[config.mk]
export PLATFORM = sky130hd
export DESIGN_NAME = muldiv_seq
export DESIGN_NICKNAME = d
export VERILOG_FILES = /design/src/rtl/muldiv_pkg.sv /design/src/rtl/muldiv_step.sv /design/src/rtl/muldiv_ctr.sv /design/src/rtl/muldiv_seq.sv
export SDC_FILE = /design/constraint.sdc
export NUM_CORES = 1
export LEC_CHECK = 0
export BUFFER_PORTS_ARGS = -buffer_cell sky130_fd_sc_hd__buf_2
export CAP_MARGIN = 20
export CORE_ASPECT_RATIO = 1.75
export CORE_MARGIN = 1
export CORE_UTILIZATION = 50
export CTS_BUF_LIST = sky130_fd_sc_hd__clkbuf_4 sky130_fd_sc_hd__clkbuf_8
export DETAILED_ROUTE_END_ITERATION = 7
export MAX_ROUTING_LAYER = met4
export PLACE_DENSITY = 0.8
export SLEW_MARGIN = 0
export SYNTH_ARGS = -nofsm -noshare
export SYNTH_HDL_FRONTEND = slang
export SYNTH_SLANG_ARGS = --single-unit
[constraint.sdc]
create_clock -name clk -period 3.05 [get_ports clk]
set_clock_uncertainty 0.05 [all_clocks]
set_input_delay 0.305 -clock clk [delete_from_list [all_inputs] [get_ports clk]]
set_output_delay 0.305 -clock clk [all_outputs]
set_load 0.01 [all_outputs]
[src/rtl/muldiv_pkg.sv]
package muldiv_pkg;
  typedef enum logic [1:0] {
    ST_IDLE = 2'd0,
    ST_RUN  = 2'd1,
    ST_FIN  = 2'd2
  } seq_state_t;

  typedef enum logic {
    OP_MUL = 1'b0,
    OP_DIV = 1'b1
  } op_sel_t;
endpackage

[src/rtl/muldiv_step.sv]
// One iteration of shift-add multiply or shift-subtract divide over the
// top/second/third stack words. Purely combinational.
module muldiv_step #(
  parameter int W = 16
) (
  input  logic         div_i,
  input  logic [W-1:0] t_i,
  input  logic [W-1:0] n_i,
  input  logic [W-1:0] n2_i,
  output logic [W-1:0] t_o,
  output logic [W-1:0] n_o
);
  logic [W:0]   sum;
  logic [W:0]   shl;
  logic [W-1:0] diff;

  always_comb begin
    // multiply: add third word when the bit leaving the second word is 1
    sum  = {1'b0, t_i} + (n_i[0] ? {1'b0, n2_i} : '0);
    // divide: shift top:second left by one, compare W+1 bits with divisor
    shl  = {t_i, n_i[W-1]};
    diff = shl[W-1:0] - n2_i;
    if (div_i) begin
      if (shl >= {1'b0, n2_i}) begin
        t_o = diff;
        n_o = {n_i[W-2:0], 1'b1};
      end else begin
        t_o = shl[W-1:0];
        n_o = {n_i[W-2:0], 1'b0};
      end
    end else begin
      t_o = sum[W:1];
      n_o = {sum[0], n_i[W-1:1]};
    end
  end
endmodule

[src/rtl/muldiv_ctr.sv]
// Step counter: flags the last of STEPS enabled cycles.
module muldiv_ctr #(
  parameter int STEPS = 16
) (
  input  logic clk,
  input  logic rst,
  input  logic clr_i,
  input  logic en_i,
  output logic last_o
);
  localparam int CW = (STEPS > 1) ? $clog2(STEPS) : 1;
  logic [CW-1:0] cnt_q;

  always_ff @(posedge clk) begin
    if (rst || clr_i) cnt_q <= '0;
    else if (en_i)    cnt_q <= cnt_q + 1'b1;
  end

  assign last_o = en_i && (cnt_q == CW'(STEPS - 1));
endmodule

[src/rtl/muldiv_seq.sv]
module muldiv_seq
  import muldiv_pkg::*;
#(
  parameter int W = 16
) (
  input  logic         clk,
  input  logic         rst,
  input  logic         start_i,
  input  logic         op_i,
  input  logic [W-1:0] src_hi_i,
  input  logic [W-1:0] src_lo_i,
  input  logic [W-1:0] src_d_i,
  output logic         busy_o,
  output logic         done_o,
  output logic [W-1:0] res_hi_o,
  output logic [W-1:0] res_lo_o,
  output logic         ovf_o
);
  localparam int STEPS = W;

  seq_state_t   state_q;
  logic [W-1:0] t_q, n_q, n2_q;
  logic [W-1:0] t_nx, n_nx;
  logic         div_q, ovf_pend_q;
  logic         busy_q, done_q, ovf_q;
  logic [W-1:0] res_hi_q, res_lo_q;
  logic         accept, stepping, last_step;
  logic [W-1:0] fin_top, fin_next;

  assign accept   = start_i && (state_q == ST_IDLE);
  assign stepping = (state_q == ST_RUN);

  muldiv_step #(.W(W)) step_i (
    .div_i (div_q),
    .t_i   (t_q),
    .n_i   (n_q),
    .n2_i  (n2_q),
    .t_o   (t_nx),
    .n_o   (n_nx)
  );

  muldiv_ctr #(.STEPS(STEPS)) ctr_i (
    .clk    (clk),
    .rst    (rst),
    .clr_i  (accept),
    .en_i   (stepping),
    .last_o (last_step)
  );

  // Final reorder: drop third word; divide also exchanges top and second.
  always_comb begin
    if (div_q) begin
      fin_top  = n_q;   // quotient
      fin_next = t_q;   // remainder
    end else begin
      fin_top  = t_q;   // high product
      fin_next = n_q;   // low product
    end
  end

  always_ff @(posedge clk) begin
    if (rst) begin
      state_q    <= ST_IDLE;
      t_q        <= '0;
      n_q        <= '0;
      n2_q       <= '0;
      div_q      <= 1'b0;
      ovf_pend_q <= 1'b0;
      busy_q     <= 1'b0;
      done_q     <= 1'b0;
      ovf_q      <= 1'b0;
      res_hi_q   <= '0;
      res_lo_q   <= '0;
    end else begin
      done_q <= 1'b0;
      unique case (state_q)
        ST_IDLE: begin
          if (accept) begin
            div_q  <= (op_sel_t'(op_i) == OP_DIV);
            busy_q <= 1'b1;
            n2_q   <= src_d_i;
            n_q    <= src_lo_i;
            if (op_sel_t'(op_i) == OP_DIV) begin
              t_q        <= src_hi_i;
              ovf_pend_q <= (src_d_i <= src_hi_i);
            end else begin
              t_q        <= '0;
              ovf_pend_q <= 1'b0;
            end
            state_q <= ST_RUN;
          end
        end
        ST_RUN: begin
          t_q <= t_nx;
          n_q <= n_nx;
          if (last_step) state_q <= ST_FIN;
        end
        ST_FIN: begin
          if (div_q) begin
            res_lo_q <= fin_top;
            res_hi_q <= fin_next;
          end else begin
            res_hi_q <= fin_top;
            res_lo_q <= fin_next;
          end
          ovf_q   <= ovf_pend_q;
          done_q  <= 1'b1;
          busy_q  <= 1'b0;
          state_q <= ST_IDLE;
        end
        default: state_q <= ST_IDLE;
      endcase
    end
  end

  assign busy_o   = busy_q;
  assign done_o   = done_q;
  assign ovf_o    = ovf_q;
  assign res_hi_o = res_hi_q;
  assign res_lo_o = res_lo_q;
endmodule

==> impl_metrics.py, run 1 <==
metrics = {
    "timing": {
        "fin_crit_sh_pct": 94.7,
        "slew_headroom_pct": 57.7,
        "worst_pin_slew_ns": 0.633,
        "timing.final.ws_setup_ns": 0.160,
        "fin_setup_tns_ns": 0,
        "fin_crit_ns": 2.89,
        "hold_violations": 0,
        "grt_setup_unrepaired": "false",
        "drv_slew": 0,
        "setup_viol": 0,
        "fmax_mhz": 346,
    },
    "worst_setup_path": {
        "end_kind": "register",
        "crit_chain": "and2_1 -> ha_1 -> fa_1 -> a21o_1 -> a31oi_1 -> a2bb2oi_2 -> a221oi_1 -> buf_4 -> o21ai_0 -> xor2_1 -> o21ai_1 -> a21oi_1",
        "slowest_delay_ns": 0.42,
        "worstSetupPathType": "register to register",
        "ff2ff_setup_slack_ns": 0.16,
        "worst_ep_arrival_time_ns": 3.10,
        "timing.critical_path.buf_inv": 1,
        "crit_fanout": 4,
        "critPathTopFamily": "compound AO/OA/AOI/OAI gates",
        "cp_data_required_time_ns": 3.27,
        "cp-start-kind": "register",
        "slowest_stage": "fa_1",
    },
    "grt": {
        "grt_max_degree": 54,
        "grt_pass1_wl_um": 29200,
        "first_global_vias": 5990,
        "grt_antenna_before_repair": 0,
        "globalRouteOverflowTotal": 0,
        "track_usage_pct": 31.7,
    },
    "clock_network": {
        "clk_path_buf_depth": 2,
        "clock_sinks": 91,
        "cts_tree": "built",
        "clockRootBuffer": "clkbuf_8",
        "cts_resized": 0,
        "cts_hold_buffers": 0,
        "post_cts_buffers": 0,
        "cts.clk_slew.worst_paths_ns": 0.09,
        "worstSkewPairLatency_ns": 0.37,
        "htree_levels": 3,
        "cts_buffers": 9,
    },
    "final_layout": {
        "drive_gt1_share_pct": 18.1,
        "mostFrequentLayoutCell": "nand2_1",
        "final_cells": 938,
        "n_fill_cell": 1041,
        "seq_area_um2": 1820,
        "fin_util_pct": 59.4,
        "multiInputGateArea_um2": 3670,
        "syn2layout_area_growth_pct": 14.7,
        "nets": 905,
        "final_cell_mix": "104 x nand2_1, 91 x dfxtp_1, 86 x buf_2",
        "antenna_cells": 0,
    },
    "place": {
        "dp_hpwl_um": 13900,
        "port-buffer-count": 86,
        "gp_congestion": 0.945,
        "pre_cts_ws_ns": 0.161,
        "dp_cells": 923,
    },
    "yosys": {
        "async_flop_share_pct": 0,
        "synth_nets": 825,
        "syn_area_per_cell_um2": 8.05,
        "synth_area_um2": 5810,
        "yosysWarnings": 0,
        "synth_cell_types": 61,
        "synth-edff-count": 0,
        "syn_inst": 722,
        "synth-main-ff-cell": "dfxtp_1",
        "seq_area_frac_synth_pct": 31.3,
        "ys_ff_latch": 91,
    },
    "run_status": {
        "status": "complete, no violations",
    },
    "routing": {
        "dr.pass1.iters": 5,
        "drt_iter0_drc": 271,
        "viasPerCell": 6.18,
        "vias": 5796,
        "drtAntennaViolNets": 0,
        "wire_per_inst_um": 19.4,
        "drc": 0,
        "routed_wl_um": 18200,
    },
    "die": {
        "die_h_um": 145,
        "die_x_um": 83.5,
        "die_area_um2": 12100,
        "row_count": 51,
        "start_util_pct": 51.8,
        "coreArea_um2": 11200,
        "pin_count": 87,
    },
    "pwr": {
        "ir_drop_uv": 354,
        "fin_total_pwr_w": 0.00316,
        "power.leakage_nw": 3.03,
        "power_density_nw_per_um2": 474,
    },
    "worst_hold_path": {
        "hp-class": "input pin to register",
    },
    "run": {
        "cap_violations": 0,
    },
}
[flip-flops by register name, indices dropped and copies added (netlist names), 2 cells and up]
name and flops:
n2_q 16, n_q 16, res_hi_o 16, res_lo_o 16
t_q 16, ctr_i.cnt_q 4, state_q 2
[report_power, final]
part / internal, W / leakage (nW) / switching, W / total, W
Clock: 0.000406 / 0.0988 / 0.000437 / 0.000843
Combinational: 0.000407 / 2.19 / 0.000598 / 0.00101
Sequential: 0.00125 / 0.742 / 0.0000702 / 0.00132
[synth_stat cells (3+ instances only)]
library cell	count	area [µm²]
and2_1	20	125
o22ai_1	5	31.3
nand4_1	7	43.8
nand2_1	104	390
a21o_1	16	120
nand3_1	31	155
o21a_1	8	60.1
o211ai_1	7	52.6
and3_1	4	25.0
nor3_1	13	65.1
a311oi_1	15	131
nor2_1	17	63.8
a22o_1	33	289
a211o_1	3	26.3
mux2i_1	3	30.0
nand2b_1	7	43.8
a21oi_1	52	260
dfxtp_1	91	1820
xnor2_1	13	114
nor2b_1	18	113
o21ai_0	21	105
inv_1	46	173
ha_1	49	613
buf_1	4	15.0
a211oi_1	20	150
a31oi_1	18	113
clkbuf_1	37	139
xor2_1	13	114
a21boi_0	4	30.0
[layer usage]
| layer | GRT usage, % | routed length [µm] | vias up |
|---|---|---|---|
| met3 | 4.51 | 697 | 73 |
| li1 | - | - | 2763 |
| met5 | - | 0 | - |
| met2 | 58.5 | 9750 | 194 |
| met1 | 30.1 | 6580 | 2766 |
| met4 | 22.4 | 1180 | 0 |
[final timing paths]
kind / startpoint / end / cells after the start
hold reg to reg: res_lo_o[7] / res_lo_o[7] / 1
hold / removal: src_d_i[10] / n2_q[10] / 3
setup / recovery: n_q[0] / t_q[13] / 12
setup reg to reg: n_q[0] / t_q[13] / 12
[cell type report]
| class | count | share of cell area [%] |
|---|---|---|
| repair buffers | 112 | 9.57 |
| inverters | 46 | 2.59 |
| well taps | 132 | 2.48 |
| clock buffers | 11 | 2.18 |
| multi-input cells | 542 | 55.1 |
| clock inverters | 4 | 0.769 |
| flip-flops and latches | 91 | 27.3 |
[per-stage QoR]
step | instance area (µm²) | hold slack [ns]
after floorplan | 5810 | 0.391
after CTS | 6660 | 0.115
after detailed placement | 6460 | 0.405
final | 6670 | 0.122
after global placement | 6460 | 0.400
after global routing | 6670 | 0.129
[cells by family (layout without fill, tap and decap cells)]
| group | count (synthesis) | after routing | share of synthesized area [%] |
|---|---|---|---|
| AO/OA/AOI/OAI | 231 | 231 | 28.3 |
| XOR/XNOR | 26 | 26 | 3.92 |
| adder cells (fa/ha/maj) | 51 | 51 | 11.2 |
| buffers and inverters | 89 | 173 | 5.90 |
| flip-flops | 91 | 91 | 31.3 |
| multiplexers | 3 | 3 | 0.517 |
| AND/OR/NAND/NOR | 231 | 231 | 18.8 |
[tightest hold or removal path, cell delays in order]
cell     delay (ns)
buf_2          0.10
nand2_1        0.05
a21oi_1        0.05
Note: power is estimated with default switching activity, not from simulation.
==> inputs of run 2 (changes only) <==
==> constraint.sdc (replaced) <==
create_clock -name clk -period 2.8 [get_ports clk]
set_clock_uncertainty 0.05 [all_clocks]
set_input_delay 0.28 -clock clk [delete_from_list [all_inputs] [get_ports clk]]
set_output_delay 0.28 -clock clk [all_outputs]
set_load 0.01 [all_outputs]
==> run 2 against run 1 <==
Hold slack worse by 0.036 ns. Non-clock buffer count up 15. Fmax up 6.0%. Cell area up 2.7%. Setup slack worse by 0.088 ns. Register-to-register slack worse by 0.09 ns. Critical path type unchanged. Critical endpoint is now t_q[14]. Largest cell class unchanged. Highest routed layer unchanged.
==> impl_metrics.py, run 2 (synthesis gave the netlist of run 1 again) <==
metrics = {
    "run_status": {
        "status": "complete, no violations",
    },
    "timing": {
        "slew_headroom_pct": 64.6,
        "setup_viol": 0,
        "whs_ns": 0.0860,
        "hold_violations": 0,
        "worst_pin_slew_ns": 0.530,
        "fmax_mhz": 367,
        "drv_slew": 0,
        "fin_crit_ns": 2.73,
        "grt_setup_unrepaired": "true",
        "fin_crit_sh_pct": 97.4,
    },
    "worst_setup_path": {
        "worstSetupPathType": "register to register",
        "crit-reg2reg-launch": "n_q[0]",
        "cp-start-kind": "register",
        "ff2ff_setup_slack_ns": 0.07,
        "endpoint": "t_q[14]",
        "timing.critical_path.buf_inv": 1,
        "crit_cells": 11,
        "slowest_delay_ns": 0.37,
        "critPathTopFamily": "compound AO/OA/AOI/OAI gates",
        "crit_fanout": 5,
        "end_kind": "register",
        "crit_chain": "buf_4 -> and2_1 -> ha_1 -> a211o_1 -> o211ai_1 -> o2bb2ai_2 -> o31ai_2 -> o41a_1 -> a31oi_1 -> xor2_1 -> o22ai_1",
        "rr_endpoint": "t_q[14]",
        "slowest_stage": "o41a_1",
        "reg2regPathDepth": 11,
        "worst_ep_arrival_time_ns": 2.96,
        "cp_data_required_time_ns": 3.03,
        "crit_start": "n_q[0]",
    },
    "routing": {
        "drt_iter0_drc": 387,
        "wl_met3_um": 843,
        "drc": 0,
        "top_layer_used": "met4",
        "wire_per_inst_um": 18.9,
        "wl_met1_um": 6640,
        "dr.pass1.iters": 5,
        "routed_wl_um": 18100,
        "route.met2.wl_um": 9260,
        "vias": 5905,
        "drtAntennaViolNets": 0,
        "viasPerCell": 6.19,
    },
    "die": {
        "coreArea_um2": 11200,
        "die_area_um2": 12100,
        "die_x_um": 83.5,
        "die_h_um": 145,
        "start_util_pct": 51.8,
        "row_count": 51,
        "pin_count": 87,
    },
    "place": {
        "dp_hpwl_um": 13800,
        "port-buffer-count": 86,
        "gp_congestion": 0.981,
        "place_area_um2": 6550,
    },
    "clock_network": {
        "clock_sinks": 91,
        "cts_tree": "built",
        "worstSkewPairLatency_ns": 0.39,
        "clk_path_buf_depth": 2,
        "cts_hold_buffers": 0,
        "htree_levels": 3,
        "cts.clk_slew.worst_paths_ns": 0.10,
        "clockRootBuffer": "clkbuf_8",
        "cts_buffers": 9,
    },
    "grt": {
        "track_usage_pct": 31.2,
        "first_global_vias": 5986,
        "grt_max_degree": 51,
        "grt_pass1_wl_um": 28800,
        "globalRouteOverflowTotal": 0,
        "grt_antenna_before_repair": 0,
    },
    "final_layout": {
        "mostFrequentLayoutCell": "nand2_1",
        "syn2layout_area_growth_pct": 17.8,
        "n_fill_cell": 1025,
        "nets": 920,
        "final_area_um2": 6850,
        "fin_util_pct": 61.0,
        "drive_gt1_share_pct": 20.6,
        "final_cell_mix": "104 x nand2_1, 90 x dfxtp_1, 86 x buf_2",
        "antenna_cells": 0,
    },
    "pwr": {
        "ir_drop_uv": 393,
        "power_density_nw_per_um2": 521,
        "power.leakage_nw": 3.12,
        "fin_total_pwr_w": 0.00356,
    },
    "run": {
        "cap_violations": 0,
    },
    "worst_hold_path": {
        "hp-class": "input pin to register",
    },
}
## run 2: power by group
group	internal [W]	total, W	switching, W
combinational	0.000483	0.00117	0.000690
sequential	0.00136	0.00143	0.0000712
clock	0.000429	0.000963	0.000534
total	0.00227	0.00356	0.00130
## run 2: through the flow
stage | worst slack, ns | TNS [ns] | cells
floorplan | 0.0506 | 0 | 722
global placement | 0.0320 | 0 | 937
detailed placement | -0.0346 | -0.0346 | 937
CTS | 0.0433 | 0 | 953
global route | -0.0294 | -0.0686 | 954
finish | 0.0727 | 0 | 954
## run 2: worst min path at each step
stage / slack, ns / to / cells past startpoint / start
after CTS: 0.09 / n2_q[9] / 3 / src_d_i[9]
final: 0.09 / n2_q[12] / 3 / src_d_i[12]
after detailed placement: 0.41 / busy_o / 1 / busy_o
after global placement: 0.40 / busy_o / 1 / busy_o
after floorplan: 0.37 / n2_q[10] / 2 / src_d_i[10]
after global routing: 0.1 / n2_q[4] / 3 / src_d_i[4]
## run 2: area by class of cell
class                   count  area [µm²]  area share (%)
well taps                 132         165            2.41
clock inverters             7        85.1            1.24
clock buffers               9         124            1.81
repair buffers            127         738            10.8
inverters                  46         173            2.52
multi-input cells         542        3740            54.6
flip-flops and latches     91        1820            26.6
## run 2: per-layer routing
layer  up-vias  track usage [%]
li1       2804                -
met1      2801             30.1
met2       222             55.0
met3        78             5.65
met4         0             24.5
met5         -                -
## run 2: timing repair
action                     CTS  global route
pin swaps                    0             3
setup buffers                0             1
cloned                       0             0
setup endpoints to repair    3             6
resized for setup            2            14
## run 2: tightest hold or removal path: cells and delay by family
kind / cells / cell delay [ns]
AO/OA/AOI/OAI: 1 / 0.05
buffers and inverters: 1 / 0.11
AND/OR/NAND/NOR: 1 / 0.05
==> inputs of run 3 (changes only) <==
--- a/config.mk
+++ b/config.mk
@@ -14,6 +14,7 @@
 export DETAILED_ROUTE_END_ITERATION = 7
 export MAX_ROUTING_LAYER = met4
 export PLACE_DENSITY = 0.8
+export SETUP_SLACK_MARGIN = 0.5
 export SLEW_MARGIN = 0
 export SYNTH_ARGS = -nofsm -noshare
 export SYNTH_HDL_FRONTEND = slang
==> run 3 against run 2 <==
Clock power increased by 11%. Fmax rose by 8.1%. Setup slack improved by 0.21 ns. Critical path type unchanged. First-iteration DRC count grew 39%. Die area unchanged. Via count up 5.7%. Critical endpoint is now t_q[15]. Combinational power rose by 28%. Sequential share of layout area down 2.3 points.
==> impl_metrics.py, run 3 (synthesis gave the netlist of run 1 again) <==
metrics = {
    "grt": {
        "first_global_vias": 6174,
        "grt_max_degree": 54,
        "grt_pass1_wl_um": 31200,
        "globalRouteOverflowTotal": 0,
        "grt_antenna_before_repair": 0,
        "track_usage_pct": 33.7,
    },
    "routing": {
        "route.met2.wl_um": 10200,
        "wl_met3_um": 1330,
        "viasPerCell": 6.37,
        "wire_per_inst_um": 20.5,
        "drtAntennaViolNets": 0,
        "drt_iter0_drc": 538,
        "vias": 6240,
        "dr.pass1.iters": 5,
        "top_layer_used": "met4",
        "routed_wl_um": 20100,
        "wl_met1_um": 7430,
        "drc": 0,
    },
    "timing": {
        "fin_crit_sh_pct": 90.1,
        "worst_pin_slew_ns": 0.599,
        "fmax_mhz": 397,
        "fin_setup_tns_ns": 0,
        "drv_slew": 0,
        "setup_viol": 0,
        "slew_headroom_pct": 60.0,
        "whs_ns": 0.0687,
        "grt_setup_unrepaired": "true",
        "hold_violations": 0,
        "fin_crit_ns": 2.52,
    },
    "place": {
        "port-buffer-count": 86,
        "dp_hpwl_um": 13700,
        "gp_congestion": 0.949,
    },
    "final_layout": {
        "mostFrequentLayoutCell": "nand2_1",
        "antenna_cells": 0,
        "final_cell_mix": "101 x nand2_1, 86 x buf_2, 72 x dfxtp_1",
        "syn2layout_area_growth_pct": 31.6,
        "drive_gt1_share_pct": 33.3,
        "nets": 945,
    },
    "clock_network": {
        "cts.clk_slew.worst_paths_ns": 0.10,
        "clock_sinks": 91,
        "worstSkewPairLatency_ns": 0.39,
        "htree_levels": 3,
        "cts_buffers": 9,
        "cts_tree": "built",
        "clk_path_buf_depth": 2,
        "clockRootBuffer": "clkbuf_8",
        "cts_hold_buffers": 0,
    },
    "pwr": {
        "p_sw_w": 0.00146,
        "combPwrFrac_pct": 37.4,
        "ir_drop_uv": 413,
        "p_sw_share_pct": 36.6,
        "power_frac_seq_pct": 36.0,
        "power.share.clock_pct": 26.6,
        "power.leakage_nw": 3.32,
        "power_density_nw_per_um2": 524,
        "internal_power_w": 0.00254,
    },
    "die": {
        "start_util_pct": 51.8,
        "coreArea_um2": 11200,
        "die_x_um": 83.5,
        "row_count": 51,
        "die_area_um2": 12100,
        "die_h_um": 145,
        "pin_count": 87,
    },
    "worst_setup_path": {
        "crit_fanout": 8,
        "cp-start-kind": "register",
        "cp_data_required_time_ns": 3.02,
        "worst_ep_arrival_time_ns": 2.74,
        "crit-reg2reg-launch": "n_q[0]",
        "rr_endpoint": "t_q[15]",
        "end_kind": "register",
        "ff2ff_setup_slack_ns": 0.28,
        "worstSetupPathType": "register to register",
        "reg2regPathDepth": 11,
    },
    "worst_hold_path": {
        "whs_path_depth": 3,
        "min_to": "n2_q[12]",
        "min_from": "src_d_i[12]",
        "hp-class": "input pin to register",
    },
    "run_status": {
        "status": "complete, no violations",
    },
    "run": {
        "cap_violations": 0,
    },
}
==> run 3: cell count changes in the layout (fill, tap and decap cells not counted), sizes merged <==
cell      delta
buf         +24
inv          +1
bufinv       +1
clkinvlp     -2
o2111a       +1
==> run 3: stage by stage <==
step                instance area, µm²  utilization [%]  setup WS, ns  power (W)  instances
global route                      7650             68.1         0.193    0.00416        979
detailed placement                6600             58.7         0.143    0.00257        924
global placement                  6600             58.7         0.153    0.00254        924
floorplan                         5940                -         0.418    0.00222        722
finish                            7650             68.1         0.278    0.00401        979
CTS                               7410             66.0         0.313    0.00380        965
==> run 3: critical path, cell delays in order (launching register included) <==
cell and delay (ns):
dfxtp_4 0.38, and2_4 0.17, ha_4 0.17, fa_2 0.34, a21o_1 0.23, a31oi_4 0.24, a2bb2oi_4 0.11, a221oi_4 0.29
o21ai_2 0.10, nand3_1 0.09, a21o_1 0.14, a31oi_1 0.09
==> run 3: worst max-delay path by stage <==
stage | start | endpoint | slack, ns | cells after the start
floorplan | n_q[0] | t_q[13] | 0.42 | 12
global placement | n_q[0] | t_q[13] | 0.15 | 11
detailed placement | n_q[0] | t_q[14] | 0.14 | 10
CTS | n_q[0] | t_q[14] | 0.31 | 11
global route | n_q[0] | t_q[14] | 0.19 | 11
finish | n_q[0] | t_q[15] | 0.28 | 11
==> run 3: metal layers <==
metal,vias up,GRT usage (%)
met3,116,5.59
met5,-,-
li1,2854,-
met2,345,58.9
met4,0,18.8
met1,2925,36.4
==> run 3: what timing repair did <==
action                                 4_1_cts  5_1_grt
setup endpoints to repair                   17       17
cloned                                       1        0
pin swaps                                   47       29
buffers inserted                            24       14
endpoints found under the hold margin        0        0
gates resized for setup                     77       36
==> run 3: cell type report <==
cell class	count	area, µm²
Clock buffer	9	124
Multi-Input combinational cell	543	4260
Clock inverter	7	106
Sequential cell	91	1860
Fill cell	897	3580
Timing Repair Buffer	151	958
Inverter	46	175
Tap cell	132	165
==> run 3: power groups by stage <==
stage                     clock [W]  combinational (W)  sequential (W)
final                       0.00107            0.00150         0.00144
after global routing        0.00112            0.00160         0.00145
after CTS                   0.00107            0.00130         0.00144
after detailed placement          0            0.00111         0.00146
after global placement            0            0.00109         0.00146
after floorplan                   0           0.000788         0.00144
